## config.mk

```make
export PLATFORM = sky130hd
export DESIGN_NAME = sertx_top
export DESIGN_NICKNAME = d
export VERILOG_FILES = /design/src/rtl/sertx_pkg.sv /design/src/rtl/sertx_hold.sv /design/src/rtl/sertx_sched.sv /design/src/rtl/sertx_shift.sv /design/src/rtl/sertx_top.sv
export SDC_FILE = /design/constraint.sdc
export NUM_CORES = 1
export LEC_CHECK = 0
export BUFFER_PORTS_ARGS = -buffer_cell sky130_fd_sc_hd__buf_2
export CAP_MARGIN = 30
export CORE_MARGIN = 10
export CORE_UTILIZATION = 45
export CTS_BUF_LIST = sky130_fd_sc_hd__clkbuf_8
export CTS_CLUSTER_SIZE = 24
export DETAILED_ROUTE_END_ITERATION = 6
export GPL_ROUTABILITY_DRIVEN = 0
export PLACE_DENSITY = 0.67
export SYNTH_ARGS = -nofsm -noshare
export SYNTH_HDL_FRONTEND = slang
export SYNTH_SLANG_ARGS = --single-unit
```

## constraint.sdc

```tcl
create_clock -name clk -period 1.92 [get_ports clk]
set_input_delay 0.384 -clock clk [delete_from_list [all_inputs] [get_ports clk]]
set_output_delay 0.384 -clock clk [all_outputs]
set_load 0.1 [all_outputs]
```

## src/rtl/sertx_pkg.sv

```systemverilog
package sertx_pkg;

    localparam int unsigned DMAX = 9;
    localparam int unsigned FMAX = DMAX + 2;
    localparam int unsigned LENW = $clog2(FMAX + 1);

    typedef enum logic [1:0] {
        FK_DATA,
        FK_PRE,
        FK_BRK,
        FK_MARK
    } fkind_e;

    typedef struct packed {
        logic nine;
        logic par_en;
        logic par_odd;
    } fmt_t;

    typedef struct packed {
        fkind_e             kind;
        logic [FMAX-1:0]    bits;
        logic [LENW-1:0]    len;
    } frame_t;

    function automatic logic [LENW-1:0] frame_bits(input logic nine);
        return nine ? LENW'(FMAX) : LENW'(FMAX - 1);
    endfunction

    // Builds the line image of a character, bit 0 goes out first.
    function automatic logic [FMAX-1:0] pack_data(input logic [DMAX-1:0] d, input fmt_t f);
        logic [FMAX-1:0] v;
        logic            p;
        int unsigned     nd;
        nd   = f.nine ? DMAX : DMAX - 1;
        v    = '1;
        v[0] = 1'b0;
        p    = f.par_odd;
        for (int i = 0; i < DMAX; i++) begin
            if (i < nd) begin
                if (f.par_en && (i == nd - 1)) begin
                    v[i+1] = p;
                end else begin
                    v[i+1] = d[i];
                    p      = p ^ d[i];
                end
            end
        end
        return v;
    endfunction

endpackage

```

## src/rtl/sertx_hold.sv

```systemverilog
module sertx_hold #(
    parameter int unsigned W = 9
) (
    input  logic         clk,
    input  logic         rst,
    input  logic         wr_stb,
    input  logic [W-1:0] wr_data,
    input  logic         take,
    output logic         full,
    output logic [W-1:0] data
);

    always_ff @(posedge clk) begin
        if (rst) begin
            full <= 1'b0;
            data <= '0;
        end else if (wr_stb) begin
            full <= 1'b1;
            data <= wr_data;
        end else if (take) begin
            full <= 1'b0;
        end
    end

    AST_TAKE_FULL: assert property (@(posedge clk) disable iff (rst)
        take |-> full);
    AST_TAKE_EMPTIES: assert property (@(posedge clk) disable iff (rst)
        (take && !wr_stb) |=> !full);

endmodule

```

## src/rtl/sertx_sched.sv

```systemverilog
module sertx_sched
    import sertx_pkg::*;
(
    input  logic              clk,
    input  logic              rst,
    input  logic              tx_en,
    input  logic              brk_req,
    input  fmt_t              fmt,
    input  logic              hold_full,
    input  logic [DMAX-1:0]   hold_data,
    input  logic              tick,
    input  logic              busy,
    input  logic              frame_end,
    input  fkind_e            cur_kind,
    output logic              load,
    output logic              take,
    output frame_t            nxt,
    output logic              quiet
);

    logic en_q;
    logic pre_pend;
    logic pre_evt;
    logic pre_any;
    logic brk_go;
    logic after_brk;
    logic slot;
    logic have;

    assign pre_evt   = tx_en & ~en_q;
    assign pre_any   = tx_en & (pre_pend | pre_evt);
    assign brk_go    = tx_en & brk_req;
    assign after_brk = frame_end & (cur_kind == FK_BRK);
    assign slot      = tick & (~busy | frame_end);
    assign quiet     = ~pre_any & ~brk_go;

    // Priority: break, owed mark, preamble, data.
    always_comb begin
        nxt.kind = FK_DATA;
        nxt.bits = '1;
        nxt.len  = frame_bits(fmt.nine);
        have     = 1'b1;
        if (brk_go) begin
            nxt.kind = FK_BRK;
            nxt.bits = '0;
        end else if (after_brk) begin
            nxt.kind = FK_MARK;
            nxt.len  = LENW'(1);
        end else if (pre_any) begin
            nxt.kind = FK_PRE;
        end else if (tx_en && hold_full) begin
            nxt.bits = pack_data(hold_data, fmt);
        end else begin
            have = 1'b0;
        end
    end

    assign load = slot & have;
    assign take = load & (nxt.kind == FK_DATA);

    always_ff @(posedge clk) begin
        if (rst) begin
            en_q     <= 1'b0;
            pre_pend <= 1'b0;
        end else begin
            en_q <= tx_en;
            if (!tx_en) begin
                pre_pend <= 1'b0;
            end else if (load && (nxt.kind == FK_PRE)) begin
                pre_pend <= 1'b0;
            end else if (pre_evt) begin
                pre_pend <= 1'b1;
            end
        end
    end

    AST_LOAD_ON_TICK: assert property (@(posedge clk) disable iff (rst)
        load |-> tick);

endmodule

```

## src/rtl/sertx_shift.sv

```systemverilog
module sertx_shift
    import sertx_pkg::*;
#(
    parameter int unsigned OVS = 16
) (
    input  logic    clk,
    input  logic    rst,
    input  logic    tick,
    input  logic    load,
    input  frame_t  nxt,
    output logic    busy,
    output logic    txd,
    output logic    frame_end,
    output fkind_e  cur_kind
);

    localparam int unsigned SUBW = (OVS > 1) ? $clog2(OVS) : 1;

    logic [FMAX-1:0] shreg;
    logic [LENW-1:0] left;
    logic [SUBW-1:0] sub;
    logic            bit_end;

    assign bit_end   = tick & busy & (sub == SUBW'(OVS - 1));
    assign frame_end = bit_end & (left == LENW'(1));
    assign txd       = busy ? shreg[0] : 1'b1;

    always_ff @(posedge clk) begin
        if (rst) begin
            busy     <= 1'b0;
            shreg    <= '1;
            left     <= '0;
            sub      <= '0;
            cur_kind <= FK_DATA;
        end else if (load) begin
            busy     <= 1'b1;
            shreg    <= nxt.bits;
            left     <= nxt.len;
            sub      <= '0;
            cur_kind <= nxt.kind;
        end else if (frame_end) begin
            busy  <= 1'b0;
            shreg <= '1;
        end else if (bit_end) begin
            shreg <= {1'b1, shreg[FMAX-1:1]};
            left  <= left - LENW'(1);
            sub   <= '0;
        end else if (tick && busy) begin
            sub <= sub + SUBW'(1);
        end
    end

    AST_NO_ABORT: assert property (@(posedge clk) disable iff (rst)
        (busy && !frame_end) |=> busy);
    AST_HOLD_NO_TICK: assert property (@(posedge clk) disable iff (rst)
        (!tick && !load) |=> $stable(txd));

endmodule

```

## src/rtl/sertx_top.sv

```systemverilog
module sertx_top
    import sertx_pkg::*;
#(
    parameter int unsigned OVS = 16
) (
    input  logic            clk,
    input  logic            rst,
    input  logic            tx_en,
    input  logic            brk_req,
    input  logic            len9,
    input  logic            par_en,
    input  logic            par_odd,
    input  logic            wr_stb,
    input  logic [DMAX-1:0] wr_data,
    input  logic            tick16,
    output logic            txd,
    output logic            hold_empty,
    output logic            tx_done
);

    fmt_t            fmt;
    frame_t          nxt;
    fkind_e          cur_kind;
    logic            hold_full;
    logic [DMAX-1:0] hold_data;
    logic            take;
    logic            load;
    logic            busy;
    logic            frame_end;
    logic            quiet;

    assign fmt = '{nine: len9, par_en: par_en, par_odd: par_odd};

    sertx_hold #(.W(DMAX)) u_hold (
        .clk     (clk),
        .rst     (rst),
        .wr_stb  (wr_stb),
        .wr_data (wr_data),
        .take    (take),
        .full    (hold_full),
        .data    (hold_data)
    );

    sertx_sched u_sched (
        .clk       (clk),
        .rst       (rst),
        .tx_en     (tx_en),
        .brk_req   (brk_req),
        .fmt       (fmt),
        .hold_full (hold_full),
        .hold_data (hold_data),
        .tick      (tick16),
        .busy      (busy),
        .frame_end (frame_end),
        .cur_kind  (cur_kind),
        .load      (load),
        .take      (take),
        .nxt       (nxt),
        .quiet     (quiet)
    );

    sertx_shift #(.OVS(OVS)) u_shift (
        .clk       (clk),
        .rst       (rst),
        .tick      (tick16),
        .load      (load),
        .nxt       (nxt),
        .busy      (busy),
        .txd       (txd),
        .frame_end (frame_end),
        .cur_kind  (cur_kind)
    );

    assign hold_empty = ~hold_full;
    assign tx_done    = ~busy & ~hold_full & quiet;

    AST_IDLE_MARK: assert property (@(posedge clk) disable iff (rst)
        tx_done |-> txd);
    AST_PRE_HIGH: assert property (@(posedge clk) disable iff (rst)
        (busy && cur_kind == FK_PRE) |-> txd);
    AST_BREAK_LOW: assert property (@(posedge clk) disable iff (rst)
        (busy && cur_kind == FK_BRK) |-> !txd);
    AST_BRK_REPEAT: assert property (@(posedge clk) disable iff (rst)
        (frame_end && cur_kind == FK_BRK && tx_en && brk_req) |=> (busy && !txd));
    AST_MARK_FOLLOWS: assert property (@(posedge clk) disable iff (rst)
        (frame_end && cur_kind == FK_BRK && !(tx_en && brk_req)) |=> (busy && txd));

endmodule

```

; ---- After elaboration in Yosys (flattened, before gate mapping)
; Cells that the tools add are included.
[totals]
reg_bits = 34
inputBits = 18
output_inout_bits = 3
elab_cells = 176
[op_classes]
addsub = 3
order_cmp = 9
eq_ne = 13
n_mux = 89
bitwise_logic = 30
reduce_logical = 23
[op_table]
columns = operator, n
row1 = "3-bit by 32-bit equality test with 1-bit output, first input constant", 4
row2 = "3-bit by 32-bit < comparator with 1-bit output, first input constant", 4
row3 = 1-bit two-way mux, 74
row4 = "2-bit by 32-bit equality test with 1-bit output, first input constant", 2
row5 = "1-bit by 32-bit < comparator with 1-bit output, first input constant", 2
row6 = "2-bit by 32-bit < comparator with 1-bit output, first input constant", 2
row7 = 11-bit two-way mux, 5
row8 = "1-bit by 32-bit equality test with 1-bit output, first input constant", 1
row9 = "4-bit by 32-bit equality test with 1-bit output, first input constant", 1
row10 = 32-bit logical NOT, 1
row11 = "4-bit by 32-bit < comparator with 1-bit output, first input constant", 1
row12 = "32-bit by 1-bit subtractor with 32-bit output, second input constant", 1
row13 = 4-bit two-way mux, 7
row14 = 1-bit AND, 13
row15 = 13-bit two-way mux, 1
row16 = 1-bit logical AND, 12
row17 = 10-bit two-way mux, 1
row18 = 2-bit nonzero test, 4
row19 = 1-bit bitwise XOR, 8
row20 = 1-bit inverter, 7
row21 = "4-bit by 1-bit adder with 4-bit output, second input constant", 1
row22 = "4-bit by 1-bit equality test with 1-bit output, second input constant", 1
row23 = "4-bit equality test, second input constant", 1
row24 = 2-bit AND reduction, 2
row25 = 10 further kinds, 11

; ---- Longest topological paths before layout
; Gate-level depths: netlist (run 1).
[logic_depth]
word_depth = 65
depth_mapped = 9
mapped_depth_nobuf = 7

; ---- By module
; A second synthesis (run 1) with hierarchy kept.
[hier_totals]
cells_unflattened = 221
area_unflattened_um2 = 1863.0
[modules_own_cells]
columns = module, instances, cells_each, area_per_inst_um2, seq_area_each_um2
row1 = sertx_shift, 1, 135, 1137.3, 440.4
row2 = sertx_hold, 1, 33, 355.3, 200.2
row3 = sertx_sched, 1, 51, 354.1, 40.0
row4 = sertx_top, 1, 2, 16.3, 0.0

; ---- Worst setup path before layout (run 1)
; No wires, ideal clock.
[synth_path]
kind = input-to-output
startpoint = input port tx_en
endpoint = output port tx_done
arrival_ns = 3.655
required_time_ns = 1.536
slack_ns = -2.119
stages = 4
n_path_buf = 2
path_cell_list = clkbuf_1 -> and2_1 -> clkbuf_1 -> nor4_1
[synth_via]
elab_chain_cells = 6
elab_cells_between_ends = 8
classes_between = 8 x bitwise
[synth_rtl]
columns = item, line_no
row1 = start: declaration, sertx_top.sv:8  ; input logic tx_en,
row2 = 1-bit AND, sertx_sched.sv:30  ; assign pre_evt = tx_en & ~en_q;
row3 = 1-bit bitwise OR, sertx_sched.sv:31  ; assign pre_any = tx_en & (pre_pend | pre_evt);
row4 = 1-bit AND, sertx_sched.sv:31
row5 = 1-bit inverter, sertx_sched.sv:35  ; assign quiet = ~pre_any & ~brk_go;
row6 = 1-bit AND (*), sertx_sched.sv:35
row7 = 1-bit AND (*), sertx_top.sv:75  ; assign tx_done = ~busy & ~hold_full & quiet;
row8 = end: declaration, sertx_top.sv:18  ; output logic tx_done
; Every way passes the cells marked *; elsewhere a longest branch is shown, timed or not.

; ---- Final worst setup path (run 1)
[layout_path]
startpoint = register u_shift.sub[1]
endpoint = register u_shift.shreg[7]
[layout_via]
elab_chain_cells = 8
elab_cells_between_ends = 14
classes_between = 1 x eq/ne / 6 x mux / 6 x bitwise / 1 x reduce/logical
[layout_rtl]
columns = item, line_no
row1 = start: declaration, sertx_shift.sv:21  ; logic [SUBW-1:0] sub;
row2 = start signal: assignment, sertx_shift.sv:49  ; sub <= sub + SUBW'(1);
row3 = 4-bit equality test (*), sertx_shift.sv:24  ; assign bit_end = tick & busy & (sub == SUBW'(OVS - 1));
row4 = 1-bit AND (*), sertx_shift.sv:24
row5 = 1-bit AND, sertx_shift.sv:25  ; assign frame_end = bit_end & (left == LENW'(1));
row6 = 1-bit AND, sertx_sched.sv:33  ; assign after_brk = frame_end & (cur_kind == FK_BRK);
row7 = 1-bit two-way mux, sertx_sched.sv:46  ; end else if (after_brk) begin
row8 = 1-bit two-way mux, sertx_sched.sv:43  ; if (brk_go) begin
row9 = 1-bit AND, sertx_sched.sv:58  ; assign load = slot & have;
row10 = 3-bit nonzero test (no line) or 11-bit two-way mux (tied branches), --
row11 = end signal: assignment, sertx_shift.sv:37  ; shreg <= nxt.bits;
row12 = end signal: assignment, sertx_shift.sv:45  ; shreg <= {1'b1, shreg[FMAX-1:1]};
row13 = end: declaration, sertx_shift.sv:19  ; logic [FMAX-1:0] shreg;
; Marks and branches as above.
; A chain may end at the register's enable or synchronous reset.

==> results.toml, run 1 <==
[layout]
area_growth_pct = 23.0
nets = 252
postLayoutCoreUtil = 0.584
n_antenna_cell = 0
final_cells = 280
design_area_sq_um = 2170
drive_above_1_share = 0.254

[clock_tree]
cts_resized = 1
tritoncts = "yes"
ctsHoldBuffers = 0
cts.clk_slew.worst_paths_ns = 0.07
htreeDepth = 2
ctsRootBufferMaster = "clkbuf_8"
numCtsBuffers = 5
cts_setup_buffers = 0
cts_buffer_depth = 2
clkSinkCount = 34
clock_latency_ns = 0.29

[worst_setup_path]
end_kind = "register"
start_kind = "register"
crit_type = "reg -> reg"
arrival_ns = 2.01
timing.rr.start = "u_shift.sub[1]"
crit_required_ns = 2.08
cp-startpoint = "u_shift.sub[1]"
reg2reg_slack_ns = 0.06
worstRegToRegCells = 7
crit_fanout = 10

[route]
route.vias.total = 1558
drc_errors = 0
drtAntennaViolNets = 0
drt-total-wl_um = 4010
wl_per_cell_um = 14.3
post_drt_via_cell_ratio = 5.56
drt-pass1-iter-count = 4
drt_iter0_drc = 132

[logic_synthesis]
synthesis.area_sq_um = 1760
syn-num-nets = 221
synthFlopType = "dfxtp_1"
yosysSeqAreaShare = 0.386
synth_area_leader_cell = "dfxtp_1"
synthDistinctLibCells = 43
synth-async-reset-ratio = 0
ys_warn_count = 0
syn_inst = 200
synth_commonest_cells = "dfxtp_1 (34), nor2_1 (22), a21oi_1 (15)"
synth_most_common_cell = "dfxtp_1"
synth_edf_count = 0
ys_ff_latch = 34
synth_top_area_frac = 0.386
syn_avg_cell_area_sq_um = 8.82
synthTopCellsByArea = "dfxtp_1 (39%), mux2i_1 (6.2%), nor2_1 (4.7%)"

[placed_design]
dp_cells = 272
place.port_buffers = 20
dpl_cell_area_sq_um = 2020
pre_cts_slack_ns = -0.0562
dpl.hpwl_um = 2840

[sta]
finalSetupViolations = 0
fin_crit_ns = 1.86
fin_crit_sh = 0.968
report.final.hold_viol_count = 0
finClkSkew_ns = 0.00876
max_freq_mhz = 538
tightest_slew_ns = 0.703
setup_slack_ns = 0.0622
report.final.slew_viol_count = 0
slew_headroom = 0.531
hold_ws_ns = 0.332

[die]
die_w_um = 82.6
coreArea_sq_um = 3720
dieArea_sq_um = 6830
io_pins = 21
initial_utilization = 0.475
std_cell_rows = 22
fp.dieH_um = 82.6

[global_route]
grt-ovfl-total = 0
track_usage = 0.124
grt_pass1_vias = 1455
grt_start_max_net_pins = 38
grt_pass1_wl_um = 6590
antenna_found_initial = 0

[outcome]
status = "finished clean"

[pwr]
max-vdd-ir-drop_v = 0.000433
power_per_cell_area_nw_per_um2 = 793
p_leak_nw = 0.865

[hold_path]
hp-start = "wr_data[2]"
min_path_type = "in -> reg"
min_path_cells = 3

[flow_run]
max_cap_viol_count = 0
==> sequential cells by signal, indices dropped and copies added, names as in the netlist <==
register	flops
u_shift.left	4
u_shift.busy	1
u_hold.data	9
u_sched.pre_pend	1
u_hold.full	1
u_shift.shreg	11
u_shift.cur_kind	2
u_shift.sub	4
u_sched.en_q	1
==> final cells by class <==
type	count	area, sq um
timing repair buffer	37	243
sequential	34	681
clock buffer	8	110
multi-input combinational	146	1050
tap	48	60.1
inverter	7	26.3
fill	358	1550
==> through the flow <==
step / total power [mW] / setup TNS (ns)
after detailed placement: 1.10 / -0.117
after global routing: 1.81 / -0.0527
after CTS: 1.73 / 0
after floorplan: 1.02 / -0.289
after global placement: 1.10 / 0
final: 1.72 / 0
==> power by group <==
part | switching, mW | leakage, nW | total, mW | internal [mW]
registers | 0.0411 | 0.280 | 0.793 | 0.752
clock network | 0.260 | 0.0575 | 0.622 | 0.362
logic | 0.164 | 0.528 | 0.307 | 0.144
==> placed cells by master, fill, tap and decap left out, types with 8 or more instances in the layout <==
cell type   n
a21oi_1    14
buf_2      19
nor2_1     22
nand2_1     9
dfxtp_1    34
buf_4      17
clkbuf_8    8
mux2i_1    11
==> critical path: stages, from the launching register on <==
cell       delay (ns)
dfxtp_1          0.36
ha_2             0.21
and3_4           0.24
nand2_1          0.09
and2_1           0.16
buf_4            0.18
a2111oi_1        0.42
a21oi_1          0.08
==> routing by layer <==
layer / vias to the layer above / track usage / share of wire
li1: 789 / - / -
met1: 733 / 0.155 / 0.47
met2: 34 / 0.190 / 0.47
met3: 2 / 0.0464 / 0.051
met4: 0 / 0.0452 / 0.0085
met5: - / 0 / 0
==> path summary, 6_finish.rpt <==
kind / to
worst min register to register: u_shift.shreg[9]
worst max register to register: u_shift.shreg[7]
worst min-delay path: u_hold.data[2]
worst max-delay path: u_shift.shreg[7]
==> logic make-up after synthesis <==
family / count (synthesis) / synth area share
compound gates: 51 / 0.199
buf+inv: 20 / 0.0539
fa+ha+maj: 3 / 0.0213
flops: 34 / 0.386
mux: 11 / 0.0624
simple gates: 68 / 0.205
xor+xnor: 13 / 0.0730
No activity file was read; power rests on OpenSTA's default activity.
==> run 2, diff against run 1 <==
GPL_TIMING_DRIVEN = 0   (was not set)
==> results.toml, run 2 (synthesis results as in run 1) <==
[sta]
report.final.slew_viol_count = 0
slew_headroom = 0.550
finClkSkew_ns = 0.00725
max_freq_mhz = 545
finalSetupViolations = 0
fin_crit_ns = 1.83
fin_crit_sh = 0.956
finalSetupTns_ns = 0
report.final.hold_viol_count = 0
tightest_slew_ns = 0.674

[die]
io_pins = 21
coreArea_sq_um = 3720
die_w_um = 82.6
initial_utilization = 0.475
dieArea_sq_um = 6830
fp.dieH_um = 82.6
std_cell_rows = 22

[global_route]
track_usage = 0.119
grt_pass1_wl_um = 6490
grt-ovfl-total = 0
grt_start_max_net_pins = 12
grt_pass1_vias = 1384
antenna_found_initial = 0

[layout]
largest_reg_flops = 11
nets = 252
largestRegisters = "u_shift.shreg (11), u_hold.data (9)"
area_growth_pct = 29.7
n_antenna_cell = 0
drive_above_1_share = 0.284
layout_common_cells = "dfxtp_1 (30), nor2_1 (21), buf_2 (18)"
final_cells = 280
final_common_cell = "dfxtp_1"
regMostFlops = "u_shift.shreg"

[clock_tree]
htreeDepth = 2
cts_buffer_depth = 2
numCtsBuffers = 5
cts.clk_slew.worst_paths_ns = 0.07
clkSinkCount = 34
ctsRootBufferMaster = "clkbuf_8"
tritoncts = "yes"
ctsHoldBuffers = 0
clock_latency_ns = 0.29

[flow_run]
max_cap_viol_count = 0

[route]
route.vias.total = 1547
wl_per_cell_um = 15.1
drt-pass1-iter-count = 4
post_drt_via_cell_ratio = 5.53
drtAntennaViolNets = 0
drc_errors = 0
drt_iter0_drc = 106
drt-total-wl_um = 4220

[worst_setup_path]
cp_slowest_cell = "or4b_4"
crit_fanout = 10
path_common_cell = "buf_6"
timing.rr.start = "u_hold.full"
start_kind = "register"
worstPathCellList = "or4b_4 > nand4_1 > and2_1 > buf_6 > buf_6 > a221oi_2 > a21oi_1"
cp-startpoint = "u_hold.full"
crit_required_ns = 2.14
end_kind = "register"
arrival_ns = 2.05
crit_type = "reg -> reg"
crit_path_max_incr_delay_ns = 0.53

[pwr]
p_leak_nw = 0.878
max-vdd-ir-drop_v = 0.000516
power_per_cell_area_nw_per_um2 = 848

[placed_design]
dpl.hpwl_um = 2830
place.port_buffers = 17
dp_cells = 265

[hold_path]
min_path_type = "in -> reg"
hp-start = "wr_data[1]"

[outcome]
status = "finished clean"
[run 2: path summary, 6_finish.rpt]
| kind | to | cells past startpoint | slack [ns] |
|---|---|---|---|
| min reg2reg | u_shift.shreg[0] | 2 | 0.46 |
| max reg2reg | u_shift.shreg[6] | 7 | 0.09 |
| min | u_hold.data[1] | 3 | 0.33 |
| max | u_shift.shreg[6] | 7 | 0.09 |
[run 2: layout make-up]
| cell class | instances | area, sq um |
|---|---|---|
| tap | 48 | 60.1 |
| inverter | 7 | 26.3 |
| fill | 331 | 1430 |
| timing repair buffer | 24 | 138 |
| clock buffer | 6 | 82.6 |
| buffer | 13 | 104 |
| clock inverter | 2 | 60.1 |
| sequential | 34 | 688 |
| multi-input combinational | 146 | 1130 |
[run 2: what timing repair did]
| item | 4_1_cts | 5_1_grt |
|---|---|---|
| gates cloned | 0 | 1 |
| gates resized for setup | 21 | 20 |
| hold endpoints to repair | 0 | 0 |
| pin swaps | 1 | 8 |
| setup endpoints to repair | 14 | 15 |
| buffers inserted | 2 | 4 |
[run 2: where the power goes]
part / internal [mW] / switching (mW)
logic: 0.149 / 0.171
registers: 0.752 / 0.0507
clock network: 0.554 / 0.264
[run 2: critical path, delay by kind of cell (launching register included)]
family,cells,cell delay [ns]
AO/OA/AOI/OAI,2,0.27
buffers and inverters,2,0.32
flip-flops,1,0.35
AND/OR/NAND/NOR,3,0.82
[run 2: through the flow]
step	total power, mW	cell area (sq um)	utilization	setup WS [ns]	hold WS [ns]
after floorplan	1.02	1800	-	-0.289	0.430
after global placement	1.09	1950	0.524	-0.332	0.445
after detailed placement	1.09	1950	0.524	-0.310	0.448
after CTS	1.92	2170	0.584	-0.00116	0.326
after global routing	2.02	2290	0.616	-0.0476	0.332
final	1.94	2290	0.616	0.0850	0.326
[run 2: metal layers]
layer,vias up,global-route usage,share of wire
met5,-,0,0
met4,0,0.0368,0.013
met3,6,0.0378,0.048
met2,32,0.182,0.47
met1,718,0.157,0.47
li1,791,-,-
==> run 3, diff against run 2 <==
PLACE_DENSITY = 0.73   (was 0.67)
==> results.toml, run 3 (synthesis results as in run 1) <==
[sta]
report.final.slew_viol_count = 0
rsz0062_at_grt = "true"
finalSetupViolations = 0
fin_crit_ns = 1.91
finClkSkew_ns = 0.00940
report.final.hold_viol_count = 0
finalSetupTns_ns = 0
tightest_slew_ns = 0.713
fin_crit_sh = 0.997
setup_slack_ns = 0.00606
max_freq_mhz = 522
slew_headroom = 0.525
hold_ws_ns = 0.321

[placed_design]
dpl_cell_area_sq_um = 1950
place.port_buffers = 17
pre_cts_slack_ns = -0.394
dp_cells = 265
dpl.hpwl_um = 2820

[clock_tree]
clkSinkCount = 34
ctsRootBufferMaster = "clkbuf_8"
htreeDepth = 2
cts.clk_slew.worst_paths_ns = 0.08
cts_buffer_depth = 2
tritoncts = "yes"
clock_latency_ns = 0.30
numCtsBuffers = 5

[worst_setup_path]
timing.rr.start = "u_hold.full"
arrival_ns = 2.09
reg2reg_slack_ns = 0.006
r2r-end = "u_shift.shreg[2]"
start_kind = "register"
critPathCapture = "u_shift.shreg[2]"
end_kind = "register"
worstRegToRegCells = 6
crit_type = "reg -> reg"
cp-startpoint = "u_hold.full"
crit_required_ns = 2.10
crit_fanout = 5

[flow_run]
max_cap_viol_count = 0

[global_route]
grt_pass1_wl_um = 7000
antenna_found_initial = 0
grt_pass1_vias = 1553
grt-ovfl-total = 0
track_usage = 0.130
grt_start_max_net_pins = 12

[pwr]
p_leak_nw = 0.883
switching_share = 0.255
max-vdd-ir-drop_v = 0.000586
switchingPower_uw = 497
p_int_mw = 1.45
seqPwrFrac = 0.411
power_per_cell_area_nw_per_um2 = 857
p_clk_frac = 0.425
pwr-share-comb = 0.164

[route]
drt-total-wl_um = 4410
routed.top_layer = "met4"
drt_iter0_drc = 57
drc_errors = 0
dr_wl_met2_um = 2150
post_drt_via_cell_ratio = 5.81
drtAntennaViolNets = 0
wl_met1_um = 1960
drt-pass1-iter-count = 4
route.vias.total = 1632
wl_per_cell_um = 15.7
wl_met3_um = 185

[die]
coreArea_sq_um = 3720
die_w_um = 82.6
std_cell_rows = 22
fp.dieH_um = 82.6
dieArea_sq_um = 6830
io_pins = 21
initial_utilization = 0.475

[layout]
multiInputGateArea_sq_um = 1110
fill_cells = 313
final_common_cell = "dfxtp_1"
largest_reg_flops = 11
regMostFlops = "u_shift.shreg"
nets = 253
final_cells = 281
n_antenna_cell = 0
area_growth_pct = 28.9
drive_above_1_share = 0.270
design_area_sq_um = 2270
largestRegisters = "u_shift.shreg (11), u_hold.data (9)"
layout_common_cells = "dfxtp_1 (30), nor2_1 (21), buf_2 (18)"
final-seq-area_sq_um = 686

[hold_path]
min_path_cells = 3
min_path_type = "in -> reg"

[outcome]
status = "finished clean"
-- run 3: power by group through the flow --
| stage | Sequential (mW) | Clock (mW) | Combinational [mW] |
|---|---|---|---|
| after floorplan | 0.795 | 0 | 0.229 |
| after global placement | 0.804 | 0 | 0.279 |
| after detailed placement | 0.805 | 0 | 0.282 |
| after CTS | 0.794 | 0.833 | 0.296 |
| after global routing | 0.808 | 0.865 | 0.348 |
| final | 0.802 | 0.828 | 0.319 |
-- run 3: layout make-up --
class,count,share of cell area
tap,48,0.0264
multi-input combinational,146,0.488
clock buffer,6,0.0363
clock inverter,2,0.0264
inverter,7,0.0116
buffer,13,0.0457
sequential,34,0.301
timing repair buffer,25,0.0638
-- run 3: worst min path at each step --
stage	start	endpoint	slack, ns
after floorplan	u_shift.shreg[0]	u_shift.shreg[0]	0.43
after CTS	wr_data[5]	u_hold.data[5]	0.32
after global placement	u_shift.shreg[0]	u_shift.shreg[0]	0.45
after global routing	wr_data[2]	u_hold.data[2]	0.33
final	wr_data[3]	u_hold.data[3]	0.32
after detailed placement	u_shift.shreg[0]	u_shift.shreg[0]	0.46
-- run 3: worst max-delay path, stage by stage, from the launching register on --
cell       delay (ns)
dfxtp_2          0.35
or4b_4           0.58
nand3_1          0.12
a21boi_1         0.10
buf_4            0.18
a2111oi_2        0.40
a21oi_1          0.07
-- run 3: per-layer routing --
| metal | global-route usage | vias to the layer above |
|---|---|---|
| met5 | 0 | - |
| met4 | 0.0686 | 0 |
| met3 | 0.0367 | 12 |
| met2 | 0.207 | 42 |
| met1 | 0.155 | 781 |
| li1 | - | 797 |
-- run 3: timing repair --
action | in CTS | in global routing
pin swaps | 2 | 3
hold buffers | 0 | 0
hold endpoints to repair | 0 | 0
buffers inserted | 2 | 5
resized for setup | 21 | 18
cloned | 0 | 1
setup endpoints to repair | 14 | 15
-- run 3: metrics by stage --
step | util | power, mW
2_1_floorplan | - | 1.02
3_3_place_gp | 0.524 | 1.08
3_5_place_dp | 0.524 | 1.09
4_1_cts | 0.583 | 1.92
5_1_grt | 0.612 | 2.02
6_report | 0.612 | 1.95
